**config.mk**
```make
export PLATFORM = sky130hd
export DESIGN_NAME = lrb_bcast_unit
export DESIGN_NICKNAME = d
export VERILOG_FILES = /design/src/rtl/lrb_pkg.sv /design/src/rtl/lrb_type_decode.sv /design/src/rtl/lrb_addr_gen.sv /design/src/rtl/lrb_lane_fill.sv /design/src/rtl/lrb_bcast_unit.sv
export SDC_FILE = /design/constraint.sdc
export NUM_CORES = 1
export LEC_CHECK = 0
export ABC_AREA = 1
export ABC_CLOCK_PERIOD_IN_PS = 8240
export BUFFER_PORTS_ARGS = -buffer_cell sky130_fd_sc_hd__buf_2
export CORE_AREA = 8 8 188 190
export CTS_CLUSTER_SIZE = 25
export DETAILED_ROUTE_END_ITERATION = 12
export DIE_AREA = 0 0 196 198
export PLACE_DENSITY = 0.93
export SLEW_MARGIN = 10
export SYNTH_ARGS = -nofsm -noshare
export SYNTH_HDL_FRONTEND = slang
export SYNTH_HIERARCHICAL = 1
export SYNTH_SLANG_ARGS = --single-unit
```
**constraint.sdc**
```tcl
create_clock -name clk -period 8.24 [get_ports clk]
set_clock_uncertainty 0.1 [all_clocks]
set_input_delay 1.236 -clock clk [delete_from_list [all_inputs] [get_ports clk]]
set_output_delay 1.236 -clock clk [all_outputs]
set_load 0.02 [all_outputs]
```
**src/rtl/lrb_pkg.sv**
```systemverilog
package lrb_pkg;

  // Widest memory element and lane, fixed by the type-code table.
  localparam int LRB_ELEM_W = 64;

  typedef struct packed {
    logic [1:0] esz;  // log2 of lane bytes
    logic [1:0] msz;  // log2 of memory bytes
    logic       sgn;  // sign-extend when set
  } lrb_dtype_t;

  function automatic lrb_dtype_t lrb_decode(input logic [3:0] code);
    lrb_dtype_t d;
    case (code)
      4'h0: d = '{esz: 2'd0, msz: 2'd0, sgn: 1'b0};
      4'h1: d = '{esz: 2'd1, msz: 2'd0, sgn: 1'b0};
      4'h2: d = '{esz: 2'd2, msz: 2'd0, sgn: 1'b0};
      4'h3: d = '{esz: 2'd3, msz: 2'd0, sgn: 1'b0};
      4'h4: d = '{esz: 2'd3, msz: 2'd2, sgn: 1'b1};
      4'h5: d = '{esz: 2'd1, msz: 2'd1, sgn: 1'b0};
      4'h6: d = '{esz: 2'd2, msz: 2'd1, sgn: 1'b0};
      4'h7: d = '{esz: 2'd3, msz: 2'd1, sgn: 1'b0};
      4'h8: d = '{esz: 2'd3, msz: 2'd1, sgn: 1'b1};
      4'h9: d = '{esz: 2'd2, msz: 2'd1, sgn: 1'b1};
      4'hA: d = '{esz: 2'd2, msz: 2'd2, sgn: 1'b0};
      4'hB: d = '{esz: 2'd3, msz: 2'd2, sgn: 1'b0};
      4'hC: d = '{esz: 2'd3, msz: 2'd0, sgn: 1'b1};
      4'hD: d = '{esz: 2'd2, msz: 2'd0, sgn: 1'b1};
      4'hE: d = '{esz: 2'd1, msz: 2'd0, sgn: 1'b1};
      default: d = '{esz: 2'd3, msz: 2'd3, sgn: 1'b0};
    endcase
    return d;
  endfunction

  // Extend the low (1 << msz) bytes of raw to the full element width.
  function automatic logic [LRB_ELEM_W-1:0] lrb_extend(
    input logic [LRB_ELEM_W-1:0] raw,
    input logic [1:0]            msz,
    input logic                  sgn
  );
    logic [LRB_ELEM_W-1:0] r;
    case (msz)
      2'd0: r = {{56{sgn & raw[7]}},  raw[7:0]};
      2'd1: r = {{48{sgn & raw[15]}}, raw[15:0]};
      2'd2: r = {{32{sgn & raw[31]}}, raw[31:0]};
      default: r = raw;
    endcase
    return r;
  endfunction

endpackage

```
**src/rtl/lrb_type_decode.sv**
```systemverilog
module lrb_type_decode
  import lrb_pkg::*;
(
  input  logic [3:0] code_i,
  output lrb_dtype_t info_o
);

  always_comb info_o = lrb_decode(code_i);

endmodule

```
**src/rtl/lrb_addr_gen.sv**
```systemverilog
module lrb_addr_gen #(
  parameter int ADDR_W        = 64,
  parameter int IMM_W         = 6,
  parameter int SP_ALIGN_BITS = 4
) (
  input  logic [ADDR_W-1:0] base_i,
  input  logic [IMM_W-1:0]  imm_i,
  input  logic [1:0]        msz_i,
  input  logic              base_is_sp_i,
  input  logic              chk_en_i,
  output logic [ADDR_W-1:0] addr_o,
  output logic              misalign_o
);

  logic [ADDR_W-1:0] offset;

  always_comb begin
    offset     = ADDR_W'(imm_i) << msz_i;
    addr_o     = base_i + offset;
    misalign_o = base_is_sp_i & chk_en_i & (base_i[SP_ALIGN_BITS-1:0] != '0);
  end

endmodule

```
**src/rtl/lrb_lane_fill.sv**
```systemverilog
module lrb_lane_fill
  import lrb_pkg::*;
#(
  parameter int VBYTES = 32
) (
  input  logic [LRB_ELEM_W-1:0] value_i,
  input  logic [1:0]            esz_i,
  input  logic [VBYTES-1:0]     pred_i,
  output logic [VBYTES*8-1:0]   vec_o
);

  localparam int BIDX_W = $clog2(VBYTES);

  for (genvar g = 0; g < VBYTES; g++) begin : g_byte
    logic [BIDX_W-1:0] head;
    logic [2:0]        off;
    always_comb begin
      head = BIDX_W'(g) & ~((BIDX_W'(1) << esz_i) - BIDX_W'(1));
      off  = 3'(g) & ((3'd1 << esz_i) - 3'd1);
      vec_o[8*g +: 8] = pred_i[head] ? value_i[8*off +: 8] : 8'h00;
    end
  end

endmodule

```
**src/rtl/lrb_bcast_unit.sv**
```systemverilog
module lrb_bcast_unit
  import lrb_pkg::*;
#(
  parameter int VLEN_BITS     = 256,
  parameter int ADDR_W        = 64,
  parameter int IMM_W         = 6,
  parameter int SP_ALIGN_BITS = 4
) (
  input  logic                   clk,
  input  logic                   rst_n,
  input  logic                   req_valid,
  input  logic [ADDR_W-1:0]      req_base,
  input  logic [IMM_W-1:0]       req_imm,
  input  logic [3:0]             req_dtype,
  input  logic [VLEN_BITS/8-1:0] req_pred,
  input  logic                   req_first_fault,
  input  logic                   req_base_is_sp,
  input  logic                   sp_align_chk_en,
  output logic                   mem_req_valid,
  output logic [ADDR_W-1:0]      mem_addr,
  output logic [1:0]             mem_size,
  output logic                   illegal_flag,
  output logic                   align_fault,
  input  logic                   mem_rsp_valid,
  input  logic [LRB_ELEM_W-1:0]  mem_rsp_data,
  output logic                   vec_valid,
  output logic [VLEN_BITS-1:0]   vec_data
);

  localparam int VBYTES = VLEN_BITS / 8;

  lrb_dtype_t            req_info;
  logic                  misalign;
  logic                  accept;
  logic                  fill_fire;
  logic                  pending_q;
  lrb_dtype_t            ctx_q;
  logic [VBYTES-1:0]     ctx_pred_q;
  logic [LRB_ELEM_W-1:0] ext_val;
  logic [VLEN_BITS-1:0]  vec_next;
  logic                  vec_valid_q;
  logic [VLEN_BITS-1:0]  vec_data_q;

  lrb_type_decode u_dec (
    .code_i (req_dtype),
    .info_o (req_info)
  );

  lrb_addr_gen #(
    .ADDR_W        (ADDR_W),
    .IMM_W         (IMM_W),
    .SP_ALIGN_BITS (SP_ALIGN_BITS)
  ) u_agen (
    .base_i       (req_base),
    .imm_i        (req_imm),
    .msz_i        (req_info.msz),
    .base_is_sp_i (req_base_is_sp),
    .chk_en_i     (sp_align_chk_en),
    .addr_o       (mem_addr),
    .misalign_o   (misalign)
  );

  always_comb begin
    illegal_flag  = req_valid & req_first_fault;
    align_fault   = req_valid & misalign;
    accept        = req_valid & ~illegal_flag & ~align_fault;
    mem_req_valid = accept;
    mem_size      = req_info.msz;
    fill_fire     = mem_rsp_valid & pending_q;
    ext_val       = lrb_extend(mem_rsp_data, ctx_q.msz, ctx_q.sgn);
  end

  lrb_lane_fill #(
    .VBYTES (VBYTES)
  ) u_fill (
    .value_i (ext_val),
    .esz_i   (ctx_q.esz),
    .pred_i  (ctx_pred_q),
    .vec_o   (vec_next)
  );

  always_ff @(posedge clk) begin
    if (!rst_n) begin
      pending_q  <= 1'b0;
      ctx_q      <= '0;
      ctx_pred_q <= '0;
    end else if (accept) begin
      pending_q  <= 1'b1;
      ctx_q      <= req_info;
      ctx_pred_q <= req_pred;
    end else if (fill_fire) begin
      pending_q  <= 1'b0;
    end
  end

  always_ff @(posedge clk) begin
    if (!rst_n) begin
      vec_valid_q <= 1'b0;
      vec_data_q  <= '0;
    end else begin
      vec_valid_q <= fill_fire;
      if (fill_fire) vec_data_q <= vec_next;
    end
  end

  assign vec_valid = vec_valid_q;
  assign vec_data  = vec_data_q;

endmodule

```
### After elaboration in Yosys (flattened, before gate mapping)

Memories as Yosys holds them, arrays and structs flattened.
Cells that the tools add are included.

* equality and inequality tests: 2
* divide/modulo/power cells: 0
* magnitude comparators: 31
* shift operators: 10
* $add $sub $neg: 3
* bitwise logic cells: 13
* mux-type cells: 97
* multiply operators: 0
* reduce and logical (&&, ||, !) cells: 3

Operators by type and width (number)
* two-way mux 8 bit: 32
* variable part select 64 x 7 -> 8 bit: 4
* one-hot mux 64 bit (3 select lines): 1
* variable part select 64 x 6 -> 8 bit: 2
* less-than comparator 5 x 6 -> 1 bit (second input constant): 16
* adder 64 bit: 1
* variable part select 64 x 5 -> 8 bit: 1
* left shift 6 x 2 -> 64 bit: 1
* less-than comparator 4 x 6 -> 1 bit (second input constant): 8
* two-way mux 1 bit: 38
* binary-select mux 1 bit (select 3 bit): 10
* less-than comparator 3 x 6 -> 1 bit (second input constant): 4
* binary-select mux 1 bit (select 2 bit): 10
* binary-select mux 1 bit (select 4 bit): 5
* less-than comparator 2 x 6 -> 1 bit (second input constant): 2
* bitwise AND 1 bit: 10
* less-than comparator 1 x 6 -> 1 bit (second input constant): 1
* binary-select mux 1 bit (select 5 bit): 1
* NOT 5 bit: 1
* left shift 1 x 2 -> 5 bit (first input constant): 1
* subtractor 5 x 2 -> 5 bit (second input constant): 1
* nonzero test 4 bit: 1
* left shift 1 x 2 -> 3 bit (first input constant): 1
* subtractor 3 x 1 -> 3 bit (second input constant): 1
* 5 further kinds: 6

* output and inout bits: 326
* bits in read-only memories: 80
* bits in registers: 295
* bits in latches: 0
* word-level logic and storage cells: 167
* RAM bits: 0
* memories: 1

Memory list
* (name not given): words 16, bits a word 5, read ports 1, clocked after Yosys merged registers in 0, write ports 0, RTL line lrb_pkg.sv:14 `case (code)`

### Depth between registers and ports, before layout

* word-level depth: 6
* mapped depth: 22
* gate-level depth less buffers: 21

### Modules after synthesis

The synthesis kept the hierarchy.

By module, submodules not included
* lrb_bcast_unit: area each 11111.9 um^2, times used 1, cells an instance 1496
* lrb_addr_gen: area each 2962.8 um^2, times used 1, cells an instance 623
* lrb_lane_fill: area each 2859.0 um^2, times used 1, cells an instance 657
* lrb_type_decode: area each 211.5 um^2, times used 1, cells an instance 38

### Worst setup path after synthesis

OpenSTA, ideal clock, no wires.

* kind: in2out
* from: input port req_dtype[0]
* to: output port mem_addr[25]
* setup slack: 3085 ps
* arrival: 3819 ps
* stages on the path: 17
* path through: inv_1 ha_1 nor2_1 nand2_1 nand2_1 clkbuf_1 o21ai_0 nand2_1 o21ai_0 ha_1 nand2_1 nor2_1 nand3_1 nand3_1 buf_4 nand2_2 xnor2_1

* cells in the longest elaborated chain, start to end: 3

RTL lines
* start, declared: RTL line lrb_bcast_unit.sv:14 `input logic [3:0] req_dtype,`
* memory (16 x 5 bit)
* via mem_size[0]: RTL line lrb_bcast_unit.sv:21 `output logic [1:0] mem_size,`
* left shift 6 x 2 -> 64 bit: RTL line lrb_addr_gen.sv:18 `offset = ADDR_W'(imm_i) << msz_i;`
* adder 64 bit: RTL line lrb_addr_gen.sv:19 `addr_o = base_i + offset;`
* end, declared: RTL line lrb_bcast_unit.sv:20 `output logic [ADDR_W-1:0] mem_addr,`

The timed path passes the listed nets, and every way through them passes these cells.

### Final worst setup path

* from: input port req_dtype[1]
* to: output port mem_addr[17]

* cells in the longest elaborated chain, start to end: 3

RTL lines (RTL line)
* memory (16 x 5 bit)
* left shift 6 x 2 -> 64 bit: lrb_addr_gen.sv:18
* adder 64 bit: lrb_addr_gen.sv:19

No other way between the ends.

==> insert_results.sql <==
INSERT INTO impl_metrics (metric_group, metric, value, unit) VALUES
('outcome', 'run_status', 'finished, final reports clean', ''),
('placed_design', 'globalplace.congestion', '0.973', ''),
('hold_path', 'hold_class', 'flop to flop', ''),
('final_layout', 'layout.filler_cells', '2966', ''),
('sta', 'worst_slack', '2.63', 'ns'),
('worst_setup_path', 'setup.worst_path.start_class', 'primary input', ''),
('cts', 'post_cts.resized_instances', '0', ''),
('global_routing', 'groute.usage.overall', '0.338', ''),
('yosys', 'synth_enable_flop_cells', '0', ''),
('global_routing', 'grt_pass1_wl', '104', 'mm'),
('power_and_ir_drop', 'p_leak', '10.4', 'nW'),
('power_and_ir_drop', 'internal-power', '2.49', 'mW'),
('yosys', 'synth_area_per_cell', '6.09', 'µm²'),
('worst_setup_path', 'timing.critical_path.required', '6.90', 'ns'),
('power_and_ir_drop', 'power.combinational.fraction', '0.255', ''),
('die', 'die-height', '198', 'µm'),
('placed_design', 'numPortBuffers', '502', ''),
('route', 'dr.first_iter.drc_count', '2170', ''),
('sta', 'final.setup.tns', '0', 'ns'),
('global_routing', 'grt_use_met1', '0.367', ''),
('cts', 'worstSkewPairLatency', '0.55', 'ns'),
('power_and_ir_drop', 'sequentialPowerShare', '0.405', ''),
('sta', 'post-route-min-period', '5.61', 'ns'),
('route', 'detailedRoute.firstPassIterationCount', '6', ''),
('yosys', 'synth.net_count', '3008', ''),
('die', 'die_area', '0.0388', 'mm²'),
('yosys', 'async_flop_share', '0', ''),
('power_and_ir_drop', 'total_power', '3.79', 'mW'),
('global_routing', 'globalRoute.totalOverflow', '0', ''),
('cts', 'cts-buffers-inserted', '28', ''),
('placed_design', 'detailedPlace.worstSlack', '2.60', 'ns'),
('placed_design', 'dpl.hpwl', '52.3', 'mm'),
('sta', 'setup-violations-final', '0', ''),
('sta', 'final_hold_viol_count', '0', ''),
('final_layout', 'mostFrequentLayoutCells', '923 x nor2_1, 585 x nand2_1, 501 x buf_2', ''),
('yosys', 'synth.yosys.seq_area_share', '0.344', ''),
('route', 'ant_nets', '0', ''),
('sta', 'part_of_the_cycle_the_worst_path_needs', '0.680', ''),
('yosys', 'synth.ff_latch_count', '295', ''),
('global_routing', 'gr-usage-met3', '0.0837', ''),
('worst_setup_path', 'rr_startpoint', 'ctx_q[4]', ''),
('worst_setup_path', 'worstPathMaxFanout', '14', ''),
('cts', 'postCtsHoldBufs', '0', ''),
('power_and_ir_drop', 'switching_share', '0.341', ''),
('worst_setup_path', 'worst_setup_path_startpoint', 'req_dtype[1]', ''),
('global_routing', 'grt-busiest-layer', 'met2', ''),
('worst_setup_path', 'end_kind', 'output pin', ''),
('route', 'num_vias', '20000', ''),
('power_and_ir_drop', 'clockPowerShare', '0.340', ''),
('sta', 'finalMaxSlewViolations', '0', ''),
('cts', 'clkSlewWorstSetupHoldPaths', '0.06', 'ns'),
('yosys', 'dominantRegCellSynth', 'dfxtp_1', ''),
('final_layout', 'mostFrequentLayoutCell', 'nor2_1', ''),
('global_routing', 'vias_in_the_first_global_route', '18700', ''),
('global_routing', 'pin_count_of_the_biggest_net_entering_global_routing', '174', ''),
('route', 'remaining_design_rule_violation_count', '0', ''),
('global_routing', 'use_met2', '0.586', ''),
('cts', 'clock_tree.htree_level_count', '1', ''),
('die', 'start_util', '0.532', ''),
('global_routing', 'antenna_violations_before_repair', '24', ''),
('sta', 'grt_setup_unrepaired', 'no', ''),
('worst_setup_path', 'crit_arrival', '4.27', 'ns'),
('cts', 'clock_net_sink_count', '295', ''),
('final_layout', 'nets', '3405', ''),
('route', 'routed_wirelength', '69.5', 'mm'),
('final_layout', 'fraction_of_layout_cells_with_a_size_suffix_above_1', '0.198', ''),
('worst_setup_path', 'worst-setup-path-type', 'primary input to output pin', ''),
('die', 'die_width', '196', 'µm'),
('power_and_ir_drop', 'total_switching_power', '1.29', 'mW'),
('yosys', 'synthDistinctLibCells', '43', ''),
('die', 'placeableCoreArea', '0.0322', 'mm²');
-- metal layers --
layer  vias up  share of wire  wire length (µm)
li1       9563              -                 -
met1      8894           0.35             24100
met2      1251           0.47             32700
met3       281           0.11              7830
met4        16          0.070              4830
met5         -         0.0015               106
-- metrics by stage --
| stage | cell area, µm² | hold slack, ns | instances |
|---|---|---|---|
| 2_1_floorplan | 17100 | 0.352 | 2814 |
| 3_3_place_gp | 19300 | 0.355 | 3589 |
| 3_5_place_dp | 19300 | 0.364 | 3589 |
| 4_1_cts | 20200 | 0.378 | 3637 |
| 5_1_grt | 20300 | 0.396 | 3653 |
| 6_report | 20300 | 0.377 | 3655 |
-- final cells by class --
class / count / area, µm² / area share
repair buffers: 509 / 2570 / 0.127
diodes: 18 / 45.0 / 0.00222
flip-flops and latches: 295 / 5910 / 0.291
clock inverters: 8 / 76.3 / 0.00376
clock buffers: 40 / 837 / 0.0412
well taps: 408 / 510 / 0.0252
multi-input cells: 2138 / 9440 / 0.465
inverters: 239 / 907 / 0.0447
-- critical path, cell delays in order --
cell and delay, ns:
buf_2 0.15, inv_1 0.10, ha_1 0.19, nor2_1 0.09
nand2_1 0.05, nand2_1 0.33, mux2i_1 0.28, nor2_1 0.07
ha_1 0.34, nand2_1 0.13, inv_1 0.05, a21oi_1 0.23
nand3_1 0.48, nand2_1 0.22, xnor2_1 0.13, buf_2 0.18
-- power by group through the flow --
stage / Sequential, mW / Clock (mW) / Combinational, mW
after floorplan: 1.61 / 0 / 0.559
after global placement: 1.56 / 0 / 0.930
after detailed placement: 1.56 / 0 / 0.937
after CTS: 1.53 / 1.29 / 0.946
after global routing: 1.54 / 1.34 / 1.05
final: 1.53 / 1.29 / 0.966
-- cells in the mapped netlist (18+ instances only) --
cell,count,share of area
inv_2,20,0.0044
buf_4,20,0.0088
clkbuf_2,24,0.0070
nand2_1,585,0.13
xor2_1,19,0.0097
nand4_1,28,0.010
o21ai_2,20,0.010
dfxtp_1,295,0.34
buf_2,56,0.016
nand3b_1,24,0.011
buf_6,28,0.018
inv_1,217,0.048
nand3_1,106,0.031
nor2_1,923,0.20
nand2_2,18,0.0066
o21ai_1,21,0.0061
o21ai_0,303,0.088
-- final timing paths --
path	depth (start not counted)	slack, ns	to
setup reg to reg	12	3.91	vec_data[221]
setup / recovery	16	2.63	mem_addr[17]
hold reg to reg	2	0.38	vec_data[21]
hold / removal	2	0.38	vec_data[21]
-- cells by family after synthesis --
| kind of cell | after synthesis | synth area share |
|---|---|---|
| compound gates | 374 | 0.117 |
| xor+xnor | 26 | 0.0133 |
| fa+ha+maj | 17 | 0.0128 |
| buf+inv | 381 | 0.106 |
| flops | 295 | 0.344 |
| mux | 3 | 0.00175 |
| simple gates | 1718 | 0.404 |
-- registers in the layout, summed over array words and instances (netlist names) --
register and flops:
vec_data 256, ctx_pred_q 32, pending_q 1, ctx_q 5, vec_valid 1
No activity file was read; power rests on OpenSTA's default activity.
